===== config.mk =====
export PLATFORM = sky130hd
export DESIGN_NAME = gd_sc_supervisor
export DESIGN_NICKNAME = d
export VERILOG_FILES = /design/src/rtl/gd_sc_pkg.sv /design/src/rtl/gd_sync_pipe.sv /design/src/rtl/gd_cycle_timer.sv /design/src/rtl/gd_sc_supervisor.sv
export SDC_FILE = /design/constraint.sdc
export NUM_CORES = 1
export LEC_CHECK = 0
export BUFFER_PORTS_ARGS = -buffer_cell sky130_fd_sc_hd__clkbuf_2
export CAP_MARGIN = 20
export CELL_PAD_IN_SITES_DETAIL_PLACEMENT = 0
export CELL_PAD_IN_SITES_GLOBAL_PLACEMENT = 2
export CORE_MARGIN = 2
export CORE_UTILIZATION = 35
export DETAILED_ROUTE_END_ITERATION = 8
export PLACE_DENSITY_LB_ADDON = 0.1
export SLEW_MARGIN = 15
export SYNTH_ARGS = -nofsm -noshare
export SYNTH_HDL_FRONTEND = slang
export SYNTH_SLANG_ARGS = --single-unit

===== constraint.sdc =====
create_clock -name clk -period 2.5 [get_ports clk]
set_input_delay 0.125 -clock clk [delete_from_list [all_inputs] [get_ports clk]]
set_output_delay 0.125 -clock clk [all_outputs]
set_load 0.03 [all_outputs]

===== src/rtl/gd_sc_pkg.sv =====
package gd_sc_pkg;
    typedef enum logic [1:0] {
        ST_RUN = 2'd0,
        ST_HIZ = 2'd1,
        ST_SSD = 2'd2
    } gd_state_e;
endpackage


===== src/rtl/gd_sync_pipe.sv =====
module gd_sync_pipe #(
    parameter int W      = 3,
    parameter int STAGES = 2
) (
    input  logic         clk,
    input  logic         rst_n,
    input  logic [W-1:0] din,
    output logic [W-1:0] dout
);
    logic [W-1:0] stg_q [STAGES];
    logic [W-1:0] stg_d [STAGES];

    always_comb begin
        stg_d[0] = din;
        for (int i = 1; i < STAGES; i++) begin
            stg_d[i] = stg_q[i-1];
        end
    end

    generate
        for (genvar g = 0; g < STAGES; g++) begin : g_stage
            always_ff @(posedge clk or negedge rst_n) begin
                if (!rst_n) stg_q[g] <= '0;
                else        stg_q[g] <= stg_d[g];
            end
        end
    endgenerate

    assign dout = stg_q[STAGES-1];
endmodule


===== src/rtl/gd_cycle_timer.sv =====
module gd_cycle_timer #(
    parameter int LIMIT = 9
) (
    input  logic clk,
    input  logic rst_n,
    input  logic clr,
    output logic done
);
    localparam int CW = $clog2(LIMIT + 1) + 1;

    logic [CW-1:0] cnt_d, cnt_q;

    always_comb begin
        if (clr)                       cnt_d = '0;
        else if (cnt_q == CW'(LIMIT))  cnt_d = cnt_q;
        else                           cnt_d = cnt_q + CW'(1);
    end

    always_ff @(posedge clk or negedge rst_n) begin
        if (!rst_n) cnt_q <= '0;
        else        cnt_q <= cnt_d;
    end

    assign done = (cnt_q == CW'(LIMIT));
endmodule


===== src/rtl/gd_sc_supervisor.sv =====
module gd_sc_supervisor
    import gd_sc_pkg::*;
#(
    parameter int DLY_CYC     = 10,
    parameter int BLANK_CYC   = 400,
    parameter int CNT_W       = 8,
    parameter int SYNC_STAGES = 2
) (
    input  logic             clk,
    input  logic             rst_n,
    input  logic             pwm_cmd,
    input  logic             qg_above,
    input  logic             vg_above,
    input  logic             leak_det,
    output logic             drv_oe,
    output logic             drv_gate,
    output logic             ssd_en,
    output logic             sc_flag,
    output logic             integ_rst,
    output logic [CNT_W-1:0] fault_cnt
);
    localparam int NCMP  = 3;
    localparam int DLY_L = DLY_CYC - 1;

    typedef struct packed {
        gd_state_e        st;
        logic             pwm;
        logic             vg_prev;
        logic             sampled;
        logic [CNT_W-1:0] cnt;
    } regs_t;

    regs_t r_d, r_q;

    logic [NCMP-1:0] cmp_s;
    logic qg_s, vg_s, lk_s;
    logic blank_open, dly_done;
    logic vg_rise, chg_fault, leak_fault;

    gd_sync_pipe #(.W(NCMP), .STAGES(SYNC_STAGES)) u_sync (
        .clk  (clk),
        .rst_n(rst_n),
        .din  ({leak_det, vg_above, qg_above}),
        .dout (cmp_s)
    );

    assign qg_s = cmp_s[0];
    assign vg_s = cmp_s[1];
    assign lk_s = cmp_s[2];

    gd_cycle_timer #(.LIMIT(BLANK_CYC)) u_blank (
        .clk  (clk),
        .rst_n(rst_n),
        .clr  (!pwm_cmd),
        .done (blank_open)
    );

    gd_cycle_timer #(.LIMIT(DLY_L)) u_delay (
        .clk  (clk),
        .rst_n(rst_n),
        .clr  (r_q.st != ST_HIZ),
        .done (dly_done)
    );

    always_comb begin
        r_d         = r_q;
        r_d.pwm     = pwm_cmd;
        r_d.vg_prev = vg_s;

        vg_rise    = vg_s && !r_q.vg_prev;
        chg_fault  = pwm_cmd && (r_q.st == ST_RUN) && vg_rise && !r_q.sampled && !qg_s;
        leak_fault = pwm_cmd && (r_q.st == ST_RUN) && lk_s && blank_open;

        if (!pwm_cmd) begin
            r_d.st      = ST_RUN;
            r_d.sampled = 1'b0;
        end else begin
            unique case (r_q.st)
                ST_RUN: begin
                    if (vg_rise) r_d.sampled = 1'b1;
                    if (chg_fault || leak_fault) begin
                        r_d.st = ST_HIZ;
                        if (!(&r_q.cnt)) r_d.cnt = r_q.cnt + CNT_W'(1);
                    end
                end
                ST_HIZ: begin
                    if (dly_done) r_d.st = ST_SSD;
                end
                ST_SSD: begin
                    r_d.st = ST_SSD;
                end
                default: r_d.st = ST_RUN;
            endcase
        end
    end

    always_ff @(posedge clk or negedge rst_n) begin
        if (!rst_n) begin
            r_q.st      <= ST_RUN;
            r_q.pwm     <= 1'b0;
            r_q.vg_prev <= 1'b0;
            r_q.sampled <= 1'b0;
            r_q.cnt     <= '0;
        end else begin
            r_q <= r_d;
        end
    end

    assign drv_oe    = (r_q.st == ST_RUN);
    assign drv_gate  = r_q.pwm && (r_q.st == ST_RUN);
    assign ssd_en    = (r_q.st == ST_SSD);
    assign sc_flag   = (r_q.st != ST_RUN);
    assign integ_rst = !r_q.pwm;
    assign fault_cnt = r_q.cnt;
endmodule


==> results.toml, run 1 <==
[min_path]
whs_path_depth = 1
hold_class = "primary input to flop"
hold-path-endpoint = "r_q[10]"
min_from = "pwm_cmd"

[placed_design]
place_hpwl_um = 1976
portBuffers = 18
dp_cells = 206
gp_congestion = 0.7370

[route]
highest-signal-layer = "met4"
viasPerCell = 4.830
ant_nets = 0
wl_met2_um = 1270
first_pass_iters = 4
met1Wirelength_um = 1407
routed-via-count = 1053
routedWlPerCell_um = 13.09
drtIter0Drc = 49
wl_met3_um = 140
drcViolationCount = 0
wl_um = 2853

[synthesis]
seq_area_frac_synth_pct = 52.27
syn_nets = 159
synth_area_leaders = "dfrtp_1 (52%), ha_1 (6.1%), xnor2_1 (5.9%)"
ys_warn_count = 0
syn_area_um2 = 1628
netlist.top_cell.by_area = "dfrtp_1"
synth_flop_cell = "dfrtp_1"
synthTopCellsByCount = "dfrtp_1 (34), xnor2_1 (11), nand2_1 (10)"
yosysMostFrequentCell = "dfrtp_1"
ys_ff_latch = 34
postSynthAreaPerCell_um2 = 11.23
yosysUniqueCellTypes = 33
synth_edf_count = 0
synth_top_area_share_pct = 52.27
synthCells = 145
async_flop_share_pct = 100.0

[worst_setup_path]
r2r_start = "u_blank.cnt_q[0]"
cp_data_required_time_ns = 2.71
r2r_cells = 7
r2r_end = "fault_cnt[7]"
critical_path.cell_chain = "inv_1 > ha_1 > or4b_4 > nor3_2 > nor2_1 > nor4_1 > xor2_1"
crit_fanout = 5
worstSetupPathType = "flop to flop"
ff2ff_setup_slack_ns = 0.49
crit_slowest_cell = "or4b_4"
slowest_delay_ns = 0.47
endpoint_kind = "flop"
start_kind = "flop"
crit_arrival_ns = 2.21

[status]
outcome = "complete, no violations"

[timing]
slew_headroom_pct = 43.55
skew_ns = 0.009373
max_freq_ghz = 0.4982
fin_tns_setup_ns = 0
drv_slew = 0
finalSetupViolCount = 0
post-route-period-util_pct = 80.28
period_needed_ns = 2.007
tightest_slew_ns = 0.8467
finalHoldViolCount = 0
rsz0062_at_grt = "false"
whs_ns = 0.1774

[final_layout]
fin_cells = 218
final_layout_size_suffix_gt1_share_pct = 17.47
syn_to_final_growth_pct = 16.53
num_antenna_cells = 0
final_util_pct = 42.97
final_nets = 179

[clocking]
cts_resized = 0
h-tree-depth = 2
worstSkewPairLatency_ns = 0.29
clockBufferDepth = 2
postCtsSetupBuffers = 0
cts_buffers = 5
hold_buffers = 4
cts_root_buf = "clkbuf_8"
tritoncts = "built"
clk_pin_slew_ns = 0.08
cts.sinks = 34

[power]
comb_power_share_pct = 13.6
p_sw_share_pct = 26.47
net-switching-power_mw = 0.3807
p_leak_nw = 0.9330
peakVddDrop_mv = 0.4409
seq_power_share_pct = 43.9
finalPower_mw = 1.438
pwr-share-clk_pct = 42.5
internal-power_mw = 1.057
p_per_area_nw_per_um2 = 758.1

[grt]
grt_pass1_wl_um = 4995
grt_pass1_vias = 1039
overflow = 0
grt_usage_pct = 12.57
grt_start_max_net_pins = 35
antenna_found_initial = 0

[floorplanning]
start_util_pct = 36.88
dieArea_um2 = 5212
ios = 19
core-area_um2 = 4414
rows = 24
die_w_um = 72.20
die_h_um = 72.20

[flow_run]
max_cap_viol_count = 0
-- how the worst max path moves through the flow --
stage,startpoint,end,slack (ns),depth (start not counted)
after global placement,u_blank.cnt_q[0],fault_cnt[1],0.53,6
final,u_blank.cnt_q[0],fault_cnt[7],0.49,7
after global routing,u_blank.cnt_q[0],fault_cnt[1],0.39,6
after floorplan,u_blank.cnt_q[0],fault_cnt[1],0.63,6
after CTS,u_blank.cnt_q[0],fault_cnt[7],0.47,7
after detailed placement,u_blank.cnt_q[0],fault_cnt[1],0.49,6
-- cell families after synthesis --
logic type,count (synthesis),synth area share (%)
and+or+nand+nor,57,20.29
DFF,34,52.27
xor gates and xnor gates,18,9.685
buffers and inverters,16,5.534
AOI/OAI and AO/OA,10,4.765
adders and majority gates,8,6.149
muxes,2,1.307
-- registers in the layout, indices dropped and copies added, names as in the netlist --
signal and cells:
fault_cnt 8, r_q 5, u_blank.cnt_q 10, u_delay.cnt_q 5, u_sync.dout 3, u_sync.stg_d 3
-- placed cells by master (no fill, tap or decap), drive strengths merged, types with 4 or more instances in the layout --
master / Yosys / routed
nand4: 4 / 4
xor2: 7 / 7
ha: 8 / 8
clkbuf: 1 / 23
dfrtp: 34 / 34
and2: 9 / 9
nand3: 7 / 7
nor2: 7 / 7
and3: 7 / 7
nand2: 10 / 10
inv: 7 / 7
xnor2: 11 / 11
dlygate4sd3: 0 / 4
-- cell type report --
class	instances	area [µm²]
Clock buffer	5	68.82
Clock inverter	3	68.82
Fill cell	439	2517
Inverter	7	26.28
Multi-Input combinational cell	95	686.9
Sequential cell	34	850.8
Tap cell	52	65.06
Timing Repair Buffer	22	130.1
-- routing by layer --
layer  vias to the layer above  track usage (%)
met1                       508            17.23
met5                         -                0
met4                         0            4.403
met2                        21            18.55
met3                         4            4.306
li1                        520                -
-- stage by stage --
stage                     setup WS, ns  cell area [µm²]
after detailed placement        0.4886             1719
after global placement          0.5274             1719
final                           0.4929             1897
after global routing            0.3883             1897
after floorplan                 0.6297             1628
after CTS                       0.4720             1897
-- power by group through the flow --
stage	Sequential, mW	Combinational (mW)	Clock [mW]
after detailed placement	0.644	0.193	0
after global routing	0.639	0.218	0.662
after CTS	0.633	0.199	0.627
final	0.632	0.195	0.611
after global placement	0.641	0.192	0
after floorplan	0.632	0.170	0
-- critical path, delay by kind of cell, from the launching register on --
family / cells / cell delay [ns]
buffers and inverters: 1 / 0.09
AND/OR/NAND/NOR: 4 / 1.10
flip-flops: 1 / 0.42
adder cells (fa/ha/maj): 1 / 0.14
XOR/XNOR: 1 / 0.18
Power figures use the tool's default switching activity.
==> run 2, diff against run 1 <==
==> constraint.sdc (replaced) <==
create_clock -name clk -period 2.1 [get_ports clk]
set_input_delay 0.105 -clock clk [delete_from_list [all_inputs] [get_ports clk]]
set_output_delay 0.105 -clock clk [all_outputs]
set_load 0.03 [all_outputs]
==> run 2 against run 1 <==
Compared with the run above:
- total power increased by 4.3%
- highest routed layer unchanged
- count of clock-buffer cells in the layout increased by 2
- global-route usage increased by 0.29 points
- critical endpoint is now fault_cnt[1]
- largest cell class unchanged
==> results.toml, run 2 (synthesis gave the netlist of run 1 again) <==
[status]
outcome = "complete, no violations"

[clocking]
clk_pin_slew_ns = 0.08
clockBufferDepth = 2
cts_buffers = 5
cts.sinks = 34
cts_root_buf = "clkbuf_8"
h-tree-depth = 2
worstSkewPairLatency_ns = 0.29
tritoncts = "built"

[min_path]
hold_class = "primary input to flop"
min_from = "pwm_cmd"
whs_path_depth = 2
hold-path-endpoint = "r_q[10]"

[floorplanning]
die_h_um = 72.20
start_util_pct = 36.88
ios = 19
rows = 24
dieArea_um2 = 5212
die_w_um = 72.20
core-area_um2 = 4414

[timing]
fin_tns_setup_ns = 0
whs_ns = 0.1703
skew_ns = 0.008585
rsz0062_at_grt = "false"
period_needed_ns = 2.010
slew_headroom_pct = 44.51
post-route-period-util_pct = 95.72
finalHoldViolCount = 0
max_freq_ghz = 0.4975
worst_slack_ns = 0.08990
tightest_slew_ns = 0.8323
finalSetupViolCount = 0
drv_slew = 0

[route]
ant_nets = 0
wl_met2_um = 1298
highest-signal-layer = "met4"
wl_um = 2932
met1Wirelength_um = 1459
first_pass_iters = 4
routed-via-count = 1082
drtIter0Drc = 40
viasPerCell = 4.830
wl_met3_um = 125
routedWlPerCell_um = 13.09
drcViolationCount = 0

[worst_setup_path]
r2r_cells = 6
endpoint_kind = "flop"
ff2ff_setup_slack_ns = 0.09
r2r_end = "fault_cnt[1]"
worstSetupPathType = "flop to flop"
crit_arrival_ns = 2.17
cp-startpoint = "u_blank.cnt_q[0]"
r2r_start = "u_blank.cnt_q[0]"
crit_fanout = 6
start_kind = "flop"
cp_data_required_time_ns = 2.26

[final_layout]
largest_reg_flops = 10
mostFrequentLayoutCell = "dfrtp_1"
fillers = 429
num_antenna_cells = 0
final_nets = 185
final_cell_mix = "dfrtp_1 (34), clkbuf_2 (18), xnor2_1 (11)"
syn_to_final_growth_pct = 17.37
final_layout_size_suffix_gt1_share_pct = 20.93
largest-register = "u_blank.cnt_q"

[grt]
overflow = 0
grt_usage_pct = 12.86
antenna_found_initial = 0
grt_pass1_vias = 1092
grt_pass1_wl_um = 5085
grt_start_max_net_pins = 35

[placed_design]
place_hpwl_um = 2065
portBuffers = 18
gp_congestion = 0.7991
dp_slack_ns = 0.05722

[flow_run]
max_cap_viol_count = 0

[power]
p_leak_nw = 0.9532
peakVddDrop_mv = 0.5134
p_per_area_nw_per_um2 = 785.0
## run 2: cell type report
type / count / area [µm²] / share of cell area [%]
inverter: 7 / 26.28 / 1.375
timing repair buffer: 28 / 175.2 / 9.168
tap: 52 / 65.06 / 3.405
clock buffer: 7 / 86.33 / 4.519
sequential: 34 / 850.8 / 44.53
clock inverter: 1 / 5.005 / 0.2620
multi-input combinational: 95 / 701.9 / 36.74
## run 2: worst max path at each step
stage                              end  slack, ns
after CTS                 fault_cnt[5]       0.05
after detailed placement  fault_cnt[1]       0.06
after floorplan           fault_cnt[1]       0.23
final                     fault_cnt[1]       0.09
after global routing      fault_cnt[1]      0.006
after global placement    fault_cnt[1]       0.13
## run 2: power by group
group	leakage (nW)	switching [mW]	internal [mW]
clock network	0.0482	0.238	0.265
logic	0.457	0.154	0.0901
registers	0.448	0.0520	0.701
## run 2: stage by stage
stage          power (mW)  util, %  area (µm²)  cells
5_1_grt             1.584    43.28        1911    224
3_5_place_dp       0.9971    39.46        1742    209
6_report            1.500    43.28        1911    224
4_1_cts             1.513    42.43        1873    221
2_1_floorplan      0.9556        -        1628    145
3_3_place_gp       0.9943    39.46        1742    209
## run 2: worst max-delay path, stage by stage (launching register included)
cell	delay [ns]
dfrtp_1	0.39
inv_1	0.08
ha_1	0.15
or4b_4	0.48
nor3_4	0.21
o21ba_2	0.24
mux2_1	0.34
## run 2: per-layer routing
layer | global-route usage (%) | vias to the layer above
met5 | 0 | -
met4 | 5.031 | 0
met3 | 4.583 | 6
met2 | 19.47 | 18
met1 | 16.88 | 524
li1 | - | 534
## run 2: timing repair
item,in CTS,in global routing
hold buffers,4,0
resized for setup,0,3
hold endpoints to repair,37,0
setup buffers,0,3
setup endpoints to repair,0,6
